## src/rtl/srx_pkg.sv

```systemverilog
package srx_pkg;
  localparam int MAX_BITS   = 9;
  localparam int MIN_BITS   = 5;
  localparam int OVERSAMPLE = 16;
  localparam int CNT_W      = $clog2(OVERSAMPLE);
  localparam int HALF       = OVERSAMPLE / 2;

  typedef struct packed {
    logic tickRestart;
    logic sampleData;
    logic sampleParity;
    logic sampleStop;
    logic push;
  } srx_strobe_t;

  typedef struct packed {
    logic                perr;
    logic                ferr;
    logic [MAX_BITS-1:0] data;
  } rx_word_t;

  function automatic logic [3:0] clampBits(input logic [3:0] req);
    if (req < 4'(MIN_BITS)) return 4'(MIN_BITS);
    if (req > 4'(MAX_BITS)) return 4'(MAX_BITS);
    return req;
  endfunction
endpackage

```

## src/rtl/srx_tick.sv

```systemverilog
module srx_tick #(
  parameter int DIV_W = 16
) (
  input  logic             clk,
  input  logic             rstN,
  input  logic             restart,
  input  logic [DIV_W-1:0] divisor,
  output logic             tick
);
  logic [DIV_W-1:0] divCnt;
  logic [DIV_W-1:0] lastCnt;

  assign lastCnt = (divisor == '0) ? '0 : divisor - DIV_W'(1);
  assign tick    = !restart && (divCnt >= lastCnt);

  always_ff @(posedge clk or negedge rstN) begin
    if (!rstN)                 divCnt <= '0;
    else if (restart)          divCnt <= '0;
    else if (divCnt >= lastCnt) divCnt <= '0;
    else                       divCnt <= divCnt + DIV_W'(1);
  end
endmodule

```

## src/rtl/srx_ctrl.sv

```systemverilog
module srx_ctrl
  import srx_pkg::*;
(
  input  logic        clk,
  input  logic        rstN,
  input  logic        tick,
  input  logic        lineSync,
  input  logic        lineFall,
  input  logic [3:0]  dataBits,
  input  logic        parityEn,
  input  logic        twoStop,
  output srx_strobe_t stb
);
  typedef enum logic [2:0] {S_IDLE, S_START, S_DATA, S_PAR, S_STOP1, S_STOP2} state_t;

  state_t           st, stNext;
  logic [CNT_W-1:0] tCnt, tNext;
  logic [3:0]       bitCnt, bNext;
  logic [3:0]       nBits;
  logic             atCentre;

  assign nBits    = clampBits(dataBits);
  assign atCentre = tick && (tCnt == CNT_W'(OVERSAMPLE - 1));

  always_comb begin
    stNext = st;
    tNext  = tCnt;
    bNext  = bitCnt;
    stb    = '0;
    if (st != S_IDLE && st != S_START && tick && !atCentre) tNext = tCnt + CNT_W'(1);
    unique case (st)
      S_IDLE: begin
        if (lineFall) begin
          stNext          = S_START;
          tNext           = '0;
          stb.tickRestart = 1'b1;
        end
      end
      S_START: begin
        if (tick) begin
          if (lineSync) stNext = S_IDLE;
          else if (tCnt == CNT_W'(HALF - 1)) begin
            stNext = S_DATA;
            tNext  = '0;
            bNext  = '0;
          end else tNext = tCnt + CNT_W'(1);
        end
      end
      S_DATA: begin
        if (atCentre) begin
          stb.sampleData = 1'b1;
          tNext          = '0;
          if (bitCnt == nBits - 4'd1) stNext = parityEn ? S_PAR : S_STOP1;
          else bNext = bitCnt + 4'd1;
        end
      end
      S_PAR: begin
        if (atCentre) begin
          stb.sampleParity = 1'b1;
          tNext            = '0;
          stNext           = S_STOP1;
        end
      end
      S_STOP1: begin
        if (atCentre) begin
          stb.sampleStop = 1'b1;
          tNext          = '0;
          if (twoStop) stNext = S_STOP2;
          else begin
            stb.push = 1'b1;
            stNext   = S_IDLE;
          end
        end
      end
      S_STOP2: begin
        if (atCentre) begin
          stb.sampleStop = 1'b1;
          stb.push       = 1'b1;
          tNext          = '0;
          stNext         = S_IDLE;
        end
      end
      default: stNext = S_IDLE;
    endcase
  end

  always_ff @(posedge clk or negedge rstN) begin
    if (!rstN) begin
      st     <= S_IDLE;
      tCnt   <= '0;
      bitCnt <= '0;
    end else begin
      st     <= stNext;
      tCnt   <= tNext;
      bitCnt <= bNext;
    end
  end
endmodule

```

## src/rtl/srx_datapath.sv

```systemverilog
module srx_datapath
  import srx_pkg::*;
#(
  parameter int FIFO_DEPTH = 4
) (
  input  logic                clk,
  input  logic                rstN,
  input  logic                rxLine,
  input  srx_strobe_t         stb,
  input  logic [3:0]          dataBits,
  input  logic                parityOdd,
  input  logic                popReq,
  input  logic                clrOverrun,
  output logic                lineSync,
  output logic                lineFall,
  output logic [MAX_BITS-1:0] rdData,
  output logic                rdValid,
  output logic                rdParityErr,
  output logic                rdFrameErr,
  output logic                overrun
);
  localparam int PTR_W = (FIFO_DEPTH > 1) ? $clog2(FIFO_DEPTH) : 1;
  localparam int CNT_W = $clog2(FIFO_DEPTH + 1);

  logic [1:0]          syncQ;
  logic                lineD;
  logic [MAX_BITS-1:0] shReg;
  logic                parAcc, perrQ, ferrQ;
  rx_word_t            pushWord, headWord;
  rx_word_t            mem [FIFO_DEPTH];
  logic [PTR_W-1:0]    wrPtr, rdPtr;
  logic [CNT_W-1:0]    count;
  logic                full, doPop, doPush, drop;
  logic [3:0]          nBits;

  assign lineSync = syncQ[1];
  assign lineFall = lineD & ~lineSync;
  assign nBits    = clampBits(dataBits);

  always_ff @(posedge clk or negedge rstN) begin
    if (!rstN) begin
      syncQ <= 2'b11;
      lineD <= 1'b1;
    end else begin
      syncQ <= {syncQ[0], rxLine};
      lineD <= lineSync;
    end
  end

  always_ff @(posedge clk or negedge rstN) begin
    if (!rstN) begin
      shReg  <= '0;
      parAcc <= 1'b0;
      perrQ  <= 1'b0;
      ferrQ  <= 1'b0;
    end else if (stb.tickRestart) begin
      shReg  <= '0;
      parAcc <= 1'b0;
      perrQ  <= 1'b0;
      ferrQ  <= 1'b0;
    end else begin
      if (stb.sampleData) begin
        shReg  <= {lineSync, shReg[MAX_BITS-1:1]};
        parAcc <= parAcc ^ lineSync;
      end
      if (stb.sampleParity) perrQ <= parAcc ^ lineSync ^ parityOdd;
      if (stb.sampleStop)   ferrQ <= ferrQ | ~lineSync;
    end
  end

  always_comb begin
    pushWord.data = shReg >> (4'(MAX_BITS) - nBits);
    pushWord.perr = perrQ;
    pushWord.ferr = ferrQ | (stb.sampleStop & ~lineSync);
  end

  assign full   = (count == CNT_W'(FIFO_DEPTH));
  assign doPop  = popReq && (count != '0);
  assign doPush = stb.push && (!full || doPop);
  assign drop   = stb.push && full && !doPop;

  function automatic logic [PTR_W-1:0] nextPtr(input logic [PTR_W-1:0] p);
    return (p == PTR_W'(FIFO_DEPTH - 1)) ? '0 : p + PTR_W'(1);
  endfunction

  always_ff @(posedge clk or negedge rstN) begin
    if (!rstN) begin
      wrPtr <= '0;
      rdPtr <= '0;
      count <= '0;
      for (int i = 0; i < FIFO_DEPTH; i++) mem[i] <= '0;
    end else begin
      if (doPush) begin
        mem[wrPtr] <= pushWord;
        wrPtr      <= nextPtr(wrPtr);
      end
      if (doPop) rdPtr <= nextPtr(rdPtr);
      if (doPush && !doPop)      count <= count + CNT_W'(1);
      else if (doPop && !doPush) count <= count - CNT_W'(1);
    end
  end

  always_ff @(posedge clk or negedge rstN) begin
    if (!rstN)           overrun <= 1'b0;
    else if (drop)       overrun <= 1'b1;
    else if (clrOverrun) overrun <= 1'b0;
  end

  assign headWord    = mem[rdPtr];
  assign rdValid     = (count != '0);
  assign rdData      = headWord.data;
  assign rdParityErr = headWord.perr;
  assign rdFrameErr  = headWord.ferr;
endmodule

```

## src/rtl/serial_rx_top.sv

```systemverilog
module serial_rx_top
  import srx_pkg::*;
#(
  parameter int DIV_W      = 16,
  parameter int FIFO_DEPTH = 4
) (
  input  logic             clk,
  input  logic             rstN,
  input  logic [DIV_W-1:0] divisor,
  input  logic [3:0]       dataBits,
  input  logic             parityEn,
  input  logic             parityOdd,
  input  logic             twoStop,
  input  logic             rxLine,
  input  logic             popReq,
  input  logic             clrOverrun,
  output logic [8:0]       rdData,
  output logic             rdValid,
  output logic             rdParityErr,
  output logic             rdFrameErr,
  output logic             overrun
);
  srx_strobe_t ctl;
  logic        tick, lineSync, lineFall;

  srx_tick #(.DIV_W(DIV_W)) tick_i (
    .clk(clk), .rstN(rstN), .restart(ctl.tickRestart), .divisor(divisor), .tick(tick)
  );

  srx_ctrl ctrl_i (
    .clk(clk), .rstN(rstN), .tick(tick), .lineSync(lineSync), .lineFall(lineFall),
    .dataBits(dataBits), .parityEn(parityEn), .twoStop(twoStop), .stb(ctl)
  );

  srx_datapath #(.FIFO_DEPTH(FIFO_DEPTH)) dp_i (
    .clk(clk), .rstN(rstN), .rxLine(rxLine), .stb(ctl), .dataBits(dataBits),
    .parityOdd(parityOdd), .popReq(popReq), .clrOverrun(clrOverrun),
    .lineSync(lineSync), .lineFall(lineFall), .rdData(rdData), .rdValid(rdValid),
    .rdParityErr(rdParityErr), .rdFrameErr(rdFrameErr), .overrun(overrun)
  );
endmodule

```

## config.mk

```make
export PLATFORM = sky130hd
export DESIGN_NAME = serial_rx_top
export DESIGN_NICKNAME = d
export VERILOG_FILES = /design/src/rtl/srx_pkg.sv /design/src/rtl/srx_tick.sv /design/src/rtl/srx_ctrl.sv /design/src/rtl/srx_datapath.sv /design/src/rtl/serial_rx_top.sv
export SDC_FILE = /design/constraint.sdc
export NUM_CORES = 1
export LEC_CHECK = 0
export ABC_AREA = 1
export BUFFER_PORTS_ARGS = -buffer_cell sky130_fd_sc_hd__buf_2
export CAP_MARGIN = 20
export CORE_UTILIZATION = 60
export CTS_CLUSTER_SIZE = 10
export DETAILED_ROUTE_END_ITERATION = 10
export PLACE_DENSITY = 0.82
export SETUP_SLACK_MARGIN = 0.4
export SKIP_CTS_REPAIR_TIMING = 1
export SLEW_MARGIN = 20
export SYNTH_ARGS = -nofsm -noshare
export SYNTH_HDL_FRONTEND = slang
export SYNTH_SLANG_ARGS = --single-unit
```

## constraint.sdc

```tcl
create_clock -name clk -period 4.6 [get_ports clk]
set_input_delay 0.92 -clock clk [delete_from_list [all_inputs] [get_ports clk]]
set_output_delay 0.92 -clock clk [all_outputs]
set_load 0.005 [all_outputs]
```

* Yosys cells after proc, flatten, opt, wreduce, memory -nomap -nowiden
Index checks and enable logic that the tools add are counted.
Storage, ports and cells: output and inout bits 13, input bits 28, bits in registers 94, word-level logic and storage cells 170
Cells by class: order comparisons 6, bitwise operators 9, reductions and logical operators 31, mux-type cells 64, eq/ne operators 23, shifts and indexed selects 1, add/subtract/negate cells 10
Operator list (count):
- 2-to-1 mux 4 bit | 15
- 2-to-1 mux 16 bit | 3
- bitwise mux 44 bit | 1
- 2-to-1 mux 3 bit | 13
- 2-to-1 mux 11 bit | 3
- binary-select mux 11 bit (select 2 bit) | 1
- demux 11 bit (select 2 bit) | 1
- 2-to-1 mux 9 bit | 2
- case mux 3 bit (6 select lines) | 1
- 2-to-1 mux 1 bit | 17
- adder 16 x 1 -> 16 bit, second input constant | 1
- >= comparator 16 bit | 1
- logical NOT 16 bit | 1
- inequality test 2 x 1 -> 1 bit, second input constant | 8
- subtractor 16 x 1 -> 16 bit, second input constant | 1
- logical AND 1 bit | 12
- case mux 4 bit (3 select lines) | 1
- nonzero test 2 bit | 6
- == test 3 bit, second input constant | 3
- >> shifter 9 x 4 -> 9 bit | 1
- adder 4 x 1 -> 4 bit, second input constant | 2
- 2-to-1 mux 2 bit | 4
- case mux 4 bit (2 select lines) | 1
- AND reduction 8 bit | 1
- 29 further kinds | 44

* Depth between registers and ports, before layout
Gate-level depths: netlist of run 1.
word-level depth 14, mapped depth 26, mapped depth without buffers 24

* Modules after synthesis
Synthesis of run 1 repeated with hierarchy kept, for this count alone.
Second synthesis, totals: cells, all modules 817, area, all modules 6167.2 sq um
By module, submodules not included:
- srx_datapath | area each 3388.2 sq um, times used 1, sequential area each 1680.4 sq um, cells an instance 407
- srx_tick | area each 1726.7 sq um, times used 1, sequential area each 400.4 sq um, cells an instance 255
- srx_ctrl | area each 1052.3 sq um, times used 1, sequential area each 275.3 sq um, cells an instance 155

* Least setup slack after synthesis of run 1
OpenSTA, ideal clock, no wires.
path type input -> register, start input divisor[1], end register dp_i.count[2], path buffers 1, path slack 0.311 ns, library setup time 0.131 ns, stages on the path 22, data required time 4.469 ns, arrival time 4.158 ns, cell sequence nor2_1 -> nand2_1 -> nor4_1 -> nand3_1 -> inv_1 -> nand4_1 -> xor2_1 -> nand2_1 -> ha_1 -> nand2_1 -> nor3_1 -> nand2_1 -> nand2_4 -> nand4_2 -> nor2_4 -> buf_2 -> ha_1 -> inv_1 -> fa_1 -> a21oi_1 -> o21ai_0 -> xor2_1
On the way: longest elaborated chain between the ends 11, elaborated cells between the ends (all ways) 15, those cells by class 1 x add/sub; 1 x order compare; 5 x mux; 8 x reduce/logical
Ends and longest elaborated chain:
- start, declared | line serial_rx_top.sv:9 | input logic [DIV_W-1:0] divisor,
- subtractor 16 x 1 -> 16 bit / logical NOT 16 bit (equally long branches) | line srx_tick.sv:13 | assign lastCnt = (divisor == '0) ? '0 : divisor - DIV_W'(1);
- 2-to-1 mux 16 bit * | line srx_tick.sv:13
- >= comparator 16 bit * | line srx_tick.sv:14 | assign tick = !restart && (divCnt >= lastCnt);
- logical AND 1 bit * | line srx_tick.sv:14
- logical AND 1 bit * | line srx_ctrl.sv:23 | assign atCentre = tick && (tCnt == CNT_W'(OVERSAMPLE - 1));
- 2-to-1 mux 2 bit, on equally long branches | line srx_ctrl.sv:76, srx_ctrl.sv:65
- case mux 2 bit (2 select lines) * | line srx_ctrl.sv:31 | unique case (st)
- logical AND 1 bit * | line srx_datapath.sv:79 | assign doPush = stb.push && (!full || doPop);
- net dp_i.doPush | line srx_datapath.sv:33 | logic full, doPop, doPush, drop;
- logical NOT 1 bit | line srx_datapath.sv:99 | else if (doPop && !doPush) count <= count - CNT_W'(1);
- logical AND 1 bit | line srx_datapath.sv:99
- nonzero test 2 bit (no line)
- end signal, assigned | line srx_datapath.sv:98 | if (doPush && !doPop) count <= count + CNT_W'(1);
- end signal, assigned | line srx_datapath.sv:99
- end, declared | line srx_datapath.sv:32 | logic [CNT_W-1:0] count;
Mark *: on every way through the listed nets, which the timed path passes. The rest lies on a longest branch. A chain may end at the register's enable or synchronous reset.

* Worst setup path after layout of run 1
start input divisor[1], end register dp_i.count[2]
On the way: longest elaborated chain between the ends 11, elaborated cells between the ends (all ways) 15, those cells by class 1 x add/sub; 1 x order compare; 5 x mux; 8 x reduce/logical
Ends and longest elaborated chain (line):
- subtractor 16 x 1 -> 16 bit / logical NOT 16 bit (equally long branches) | srx_tick.sv:13
- 2-to-1 mux 16 bit * | srx_tick.sv:13
- >= comparator 16 bit * | srx_tick.sv:14
- logical AND 1 bit * | srx_tick.sv:14
- logical AND 1 bit * | srx_ctrl.sv:23
- 2-to-1 mux 2 bit, on equally long branches | srx_ctrl.sv:76, srx_ctrl.sv:65
- case mux 2 bit (2 select lines) * | srx_ctrl.sv:31
- logical AND 1 bit * | srx_datapath.sv:79
- logical NOT 1 bit | srx_datapath.sv:99
- logical AND 1 bit | srx_datapath.sv:99
- nonzero test 2 bit (no line)
Every way passes the cells marked *; elsewhere a longest branch is shown, timed or not.

==> results of run 1 <==
## cell families (layout without fill, tap and decap cells)
| logic type | after synthesis | after routing | synth area share, % |
|---|---|---|---|
| xor gates and xnor gates | 23 | 23 | 3.40 |
| buffers and inverters | 110 | 149 | 7.53 |
| muxes | 1 | 1 | 0.190 |
| and+or+nand+nor | 441 | 441 | 32.9 |
| DFF | 94 | 94 | 39.7 |
| adders and majority gates | 30 | 30 | 6.46 |
| AOI/OAI and AO/OA | 103 | 103 | 9.75 |
## routing by layer
layer	share of wire (%)	GRT usage [%]	up-vias	wire length, um
met5	0	0	-	0
met2	51	49.3	132	6850
met4	1.4	9.14	0	186
met1	43	35.6	2523	5850
met3	4.5	4.21	18	614
li1	-	-	2688	-
## where the power goes
group | switching, W | leakage [nW] | internal, W
Sequential | 0.0000852 | 1.27 | 0.000893
Combinational | 0.000536 | 1.96 | 0.000303
Clock | 0.000306 | 0.0854 | 0.000205
## flip-flops by register name, summed over array words and instances (netlist names)
signal,flops
ctrl_i.bitCnt,4
ctrl_i.st,3
ctrl_i.tCnt,4
dp_i.count,3
dp_i.ferrQ,1
dp_i.lineD,1
dp_i.mem,44
dp_i.overrun,1
dp_i.parAcc,1
dp_i.perrQ,1
dp_i.rdPtr,2
dp_i.shReg,9
dp_i.syncQ,2
dp_i.wrPtr,2
tick_i.divCnt,16
## worst max-delay path by stage
stage                    start       endpoint  cells past startpoint
floorplan           divisor[1]  dp_i.count[2]                     22
global placement    divisor[7]  dp_i.count[1]                     19
detailed placement  divisor[7]  dp_i.count[1]                     19
CTS                 divisor[7]  dp_i.count[1]                     19
global route        divisor[1]  dp_i.count[2]                     22
finish              divisor[1]  dp_i.count[2]                     22
## worst max-delay path: stages
cell and delay (ps):
buf_2 120, nor2_2 150, nand2_2 110, nor4_4 300, nand3_2 140, inv_2 90
nand4_1 90, xor2_1 170, nand2_1 70, ha_1 300, nand2_1 100, nor3_2 180
nand2_1 120, nand2_4 120, nand4_4 100, nor2_4 120, ha_1 150, inv_1 70
fa_1 380, a21oi_1 160, o21ai_0 110, xor2_1 160
## cell type report
class                      count  area share, %
sequential                    94           36.4
multi-input combinational    598           49.4
tap                          129           2.50
inverter                      86           4.99
clock inverter                 6          0.813
timing repair buffer          47           3.95
clock buffer                  10           1.97
## stage by stage
stage	setup slack [ps]	instances	utilization [%]	cell area [um2]
after floorplan	437	802	-	5940
after global placement	320	950	65.9	6200
after detailed placement	77.8	950	65.9	6200
after CTS	466	966	67.8	6380
after global routing	366	970	68.7	6470
final	621	970	68.7	6470
## layout by cell type, fill, tap and decap left out, types with 16 or more instances in the layout
cell type and n:
inv_1 74, buf_2 39, ha_1 29, nor2_1 82, dfrtp_1 91, nand3_1 68, nand2_1 226, xor2_1 16
o21ai_0 52, a21oi_1 17
==> impl_metrics.tcl, run 1 <==
set metrics [dict create \
    first_pass_iters 5 \
    clkSinkCount 94 \
    r2r_cells 13 \
    drc 0 \
    ys_warn_count 0 \
    synth.most_common_cell "nand2_1" \
    die_w_um 101 \
    slew_headroom_pct 47.3 \
    hp-start "dp_i.syncQ[0]" \
    cts_root_buf "clkbuf_8" \
    synth_edf_count 0 \
    fin_skew_ps 15.6 \
    grt_pass1_vias 5047 \
    rr_endpoint "dp_i.count[2]" \
    reg2reg_slack_ps 1930 \
    hold_path_end "dp_i.syncQ[1]" \
    r2r-start "tick_i.divCnt[11]" \
    worst_pin_slew_ps 790 \
    ys_ff_latch 94 \
    setup_viol 0 \
    ir_worst_vdd_mv 0.206 \
    cp-start-kind "input pin" \
    holdWs_ps 361 \
    fin_crit_ps 3980 \
    antenna_found_initial 0 \
    rsz0062_at_grt "no" \
    ioPinCount 41 \
    cts_buffers 9 \
    grt_overflow 0 \
    power_w 0.00233 \
    powerDensity_nw_per_um2 360 \
    die_area_um2 10300 \
    synthTopCellsByArea "dfrtp_1 38%, nand2_1 14%, ha_1 6.1%" \
    start_util_pct 63.0 \
    ys_types 44 \
    core_area_um2 9420 \
    n_fill_cell 769 \
    hpwl_um 10100 \
    h-tree-depth 3 \
    post_synth.cell_area_avg_um2 7.39 \
    hold_violations 0 \
    grt_usage_pct 28.1 \
    drt_iter0_drc 248 \
    crit_fanout 5 \
    grt_start_max_net_pins 63 \
    antennaDiodeCount 0 \
    outcome "finished, final reports clean" \
    area_growth_syn_to_layout_pct 9.07 \
    synth_area_leader_cell "dfrtp_1" \
    drv_cap 0 \
    viasPerCell 5.53 \
    setup_tns_ps 0 \
    rows 35 \
    vias 5361 \
    cts_tree "yes" \
    clk_path_buf_depth 2 \
    ys_seq_area_share_pct 39.7 \
    timing.final.crit_share_pct 86.5 \
    slew_viol_final 0 \
    syn_area_um2 5930 \
    grt_pass1_wl_um 22800 \
    cts.reportedPaths.clkPinSlew_ps 100 \
    synth_nets 860 \
    ant_nets 0 \
    clk_latency_ps 360 \
    fmax_mhz 251 \
    hold_depth 0 \
    p_leak_nw 3.32 \
    worstPathArrival_ps 4220 \
    hp-class "register to register" \
    async_flop_share_pct 100 \
    required_ps 4850 \
    io_buffer_count 40 \
    multiInputGateArea_um2 3190 \
    crit_type "input pin to register" \
    die_y_um 101 \
    ys.flop_type "dfrtp_1" \
    gp_congestion 0.919 \
    synth_commonest_cells "227 x nand2_1, 91 x dfrtp_1, 83 x nor2_1" \
    synth.top_cell.area_share_pct 38.4 \
    wl_um 13500 \
    ff_latch_area_um2 2360 \
    crit_path_end_kind "register" \
    wl_per_cell_um 13.9 \
    fin_nets 894 \
    layout-drive-gt1-share_pct 13.3 \
    synthCells 802 \
]
Power figures use the tool's default switching activity.
==> run 2, diff against run 1 <==
--- a/config.mk
+++ b/config.mk
@@ -8,10 +8,10 @@
 export ABC_AREA = 1
 export BUFFER_PORTS_ARGS = -buffer_cell sky130_fd_sc_hd__buf_2
 export CAP_MARGIN = 20
-export CORE_UTILIZATION = 60
+export CORE_UTILIZATION = 45
 export CTS_CLUSTER_SIZE = 10
 export DETAILED_ROUTE_END_ITERATION = 10
-export PLACE_DENSITY = 0.82
+export PLACE_DENSITY = 0.65
 export SETUP_SLACK_MARGIN = 0.4
 export SKIP_CTS_REPAIR_TIMING = 1
 export SLEW_MARGIN = 20
==> impl_metrics.tcl, run 2 (synthesized netlist as in run 1, its figures left out) <==
set metrics [dict create \
    outcome "finished, final reports clean" \
    drv_cap 0 \
    worstPathArrival_ps 4180 \
    hold_violations 0 \
    worst_pin_slew_ps 879 \
    ant_nets 0 \
    power_w 0.00265 \
    layout-drive-gt1-share_pct 13.1 \
    cts_tree "yes" \
    drc 0 \
    hpwl_um 10100 \
    clk_latency_ps 360 \
    rows 41 \
    drt_iter0_drc 330 \
    crit_fanout 32 \
    largest_register_ffs 44 \
    p_leak_nw 3.39 \
    clk_path_buf_depth 2 \
    clkSinkCount 94 \
    top_register "dp_i.mem" \
    timing.final.crit_share_pct 85.4 \
    h-tree-depth 3 \
    start_util_pct 46.6 \
    n_fill_cell 1287 \
    vias 5282 \
    antennaDiodeCount 0 \
    fin_nets 892 \
    worst_path_most_repeated_cell "nand2_1" \
    grt_overflow 0 \
    slew_headroom_pct 41.4 \
    wl_um 13700 \
    cp_num_buf_inv 3 \
    first_pass_iters 5 \
    cts_root_buf "clkbuf_16" \
    ioPinCount 41 \
    required_ps 4850 \
    gp_congestion 0.875 \
    grt_usage_pct 21.6 \
    dp_slack_ps 46.3 \
    grt_pass1_vias 4982 \
    crit_type "input pin to register" \
    cp_cell_sequence "buf_2 > nor2_2 > nand2_2 > nor4_4 > nand3_1 > inv_2 > nand4_1 > xor2_1 > nand2_1 > ha_1 > nand2_1 > nor3_1 > nand2_1 > nand2_4 > nand4_2 > nor2_4 > buf_4 > nand2_1 > nand2_1 > nand2_1" \
    hp-class "register to register" \
    slew_viol_final 0 \
    cp-start-kind "input pin" \
    io_buffer_count 40 \
    ir_worst_vdd_mv 0.227 \
    top_regs "dp_i.mem x44, tick_i.divCnt x16, dp_i.shReg x9" \
    setup_ws_ps 670 \
    cts_buffers 9 \
    core_area_um2 12700 \
    area_growth_syn_to_layout_pct 12.1 \
    fin_crit_ps 3930 \
    die_y_um 117 \
    cpPeakStageDelay_ps 400 \
    wl_per_cell_um 13.6 \
    path_delay_family "simple AND/OR/NAND/NOR gates" \
    viasPerCell 5.22 \
    worst_path_max_delay_cell "nand2_1" \
    antenna_found_initial 0 \
    grt_start_max_net_pins 70 \
    fin_skew_ps 12.3 \
    setup_viol 0 \
    setup_tns_ps 0 \
    crit_path_end_kind "register" \
    rsz0062_at_grt "no" \
    die_w_um 117 \
    fmax_mhz 254 \
    powerDensity_nw_per_um2 398 \
    grt_pass1_wl_um 22900 \
    mostFrequentLayoutCells "225 x nand2_1, 91 x dfrtp_1, 82 x nor2_1" \
    final_common_cell "nand2_1" \
    die_area_um2 13600 \
    cts.reportedPaths.clkPinSlew_ps 70 \
]
## run 2: changes by cell type in the layout (fill, tap and decap cells not counted), sizes merged
cell	change
buf	-2
clkinv	-1
bufinv	+2
clkbuf	-1
inv	+2
clkinvlp	-2
## run 2: per-layer routing
metal | global-route usage, % | share of wire [%] | vias to the layer above
li1 | - | - | 2676
met1 | 26.2 | 44 | 2491
met2 | 38.1 | 50 | 100
met3 | 4.48 | 3.9 | 15
met4 | 7.17 | 1.5 | 0
met5 | 0 | 0 | -
## run 2: through the flow
step | cell area [um2] | instances | util [%] | hold WS (ps)
after global placement | 6260 | 993 | 49.2 | 346
after global routing | 6650 | 1011 | 52.3 | 362
final | 6650 | 1011 | 52.3 | 355
after floorplan | 5940 | 802 | - | 345
after CTS | 6590 | 1009 | 51.8 | 356
after detailed placement | 6260 | 993 | 49.2 | 347
## run 2: where the power goes
part | internal, W | switching [W] | total, W | leakage, nW
logic | 0.000304 | 0.000525 | 0.000828 | 1.96
clock network | 0.000488 | 0.000352 | 0.000840 | 0.163
registers | 0.000893 | 0.0000849 | 0.000978 | 1.27
## run 2: worst register-to-register path, cell delays in order (launching register included)
cell	delay, ps
dfrtp_1	430
ha_1	340
a21oi_1	160
o21ai_0	100
a21oi_1	260
nand2_4	100
nand4_2	110
nor2_4	60
ha_1	180
inv_1	100
fa_2	440
mux2_2	260
## run 2: final timing paths
path	slack [ps]	to	depth (start not counted)	from
min reg2reg	350	dp_i.syncQ[1]	0	dp_i.syncQ[0]
min in group asynchronous	640	dp_i.mem[6]	1	rstN
max reg2reg	1940	dp_i.count[1]	11	tick_i.divCnt[11]
max in group asynchronous	2980	dp_i.syncQ[0]	2	rstN
max	670	dp_i.mem[23]	20	divisor[1]
min	350	dp_i.syncQ[1]	0	dp_i.syncQ[0]
## run 2: area by class of cell
class                   count  area, um2  area share, %
flip-flops and latches     94       2360           35.4
inverters                  86        323           4.86
clock buffers               9        225           3.39
repair buffers             45        240           3.61
clock inverters             7        106           1.60
well taps                 172        215           3.24
multi-input cells         598       3180           47.9
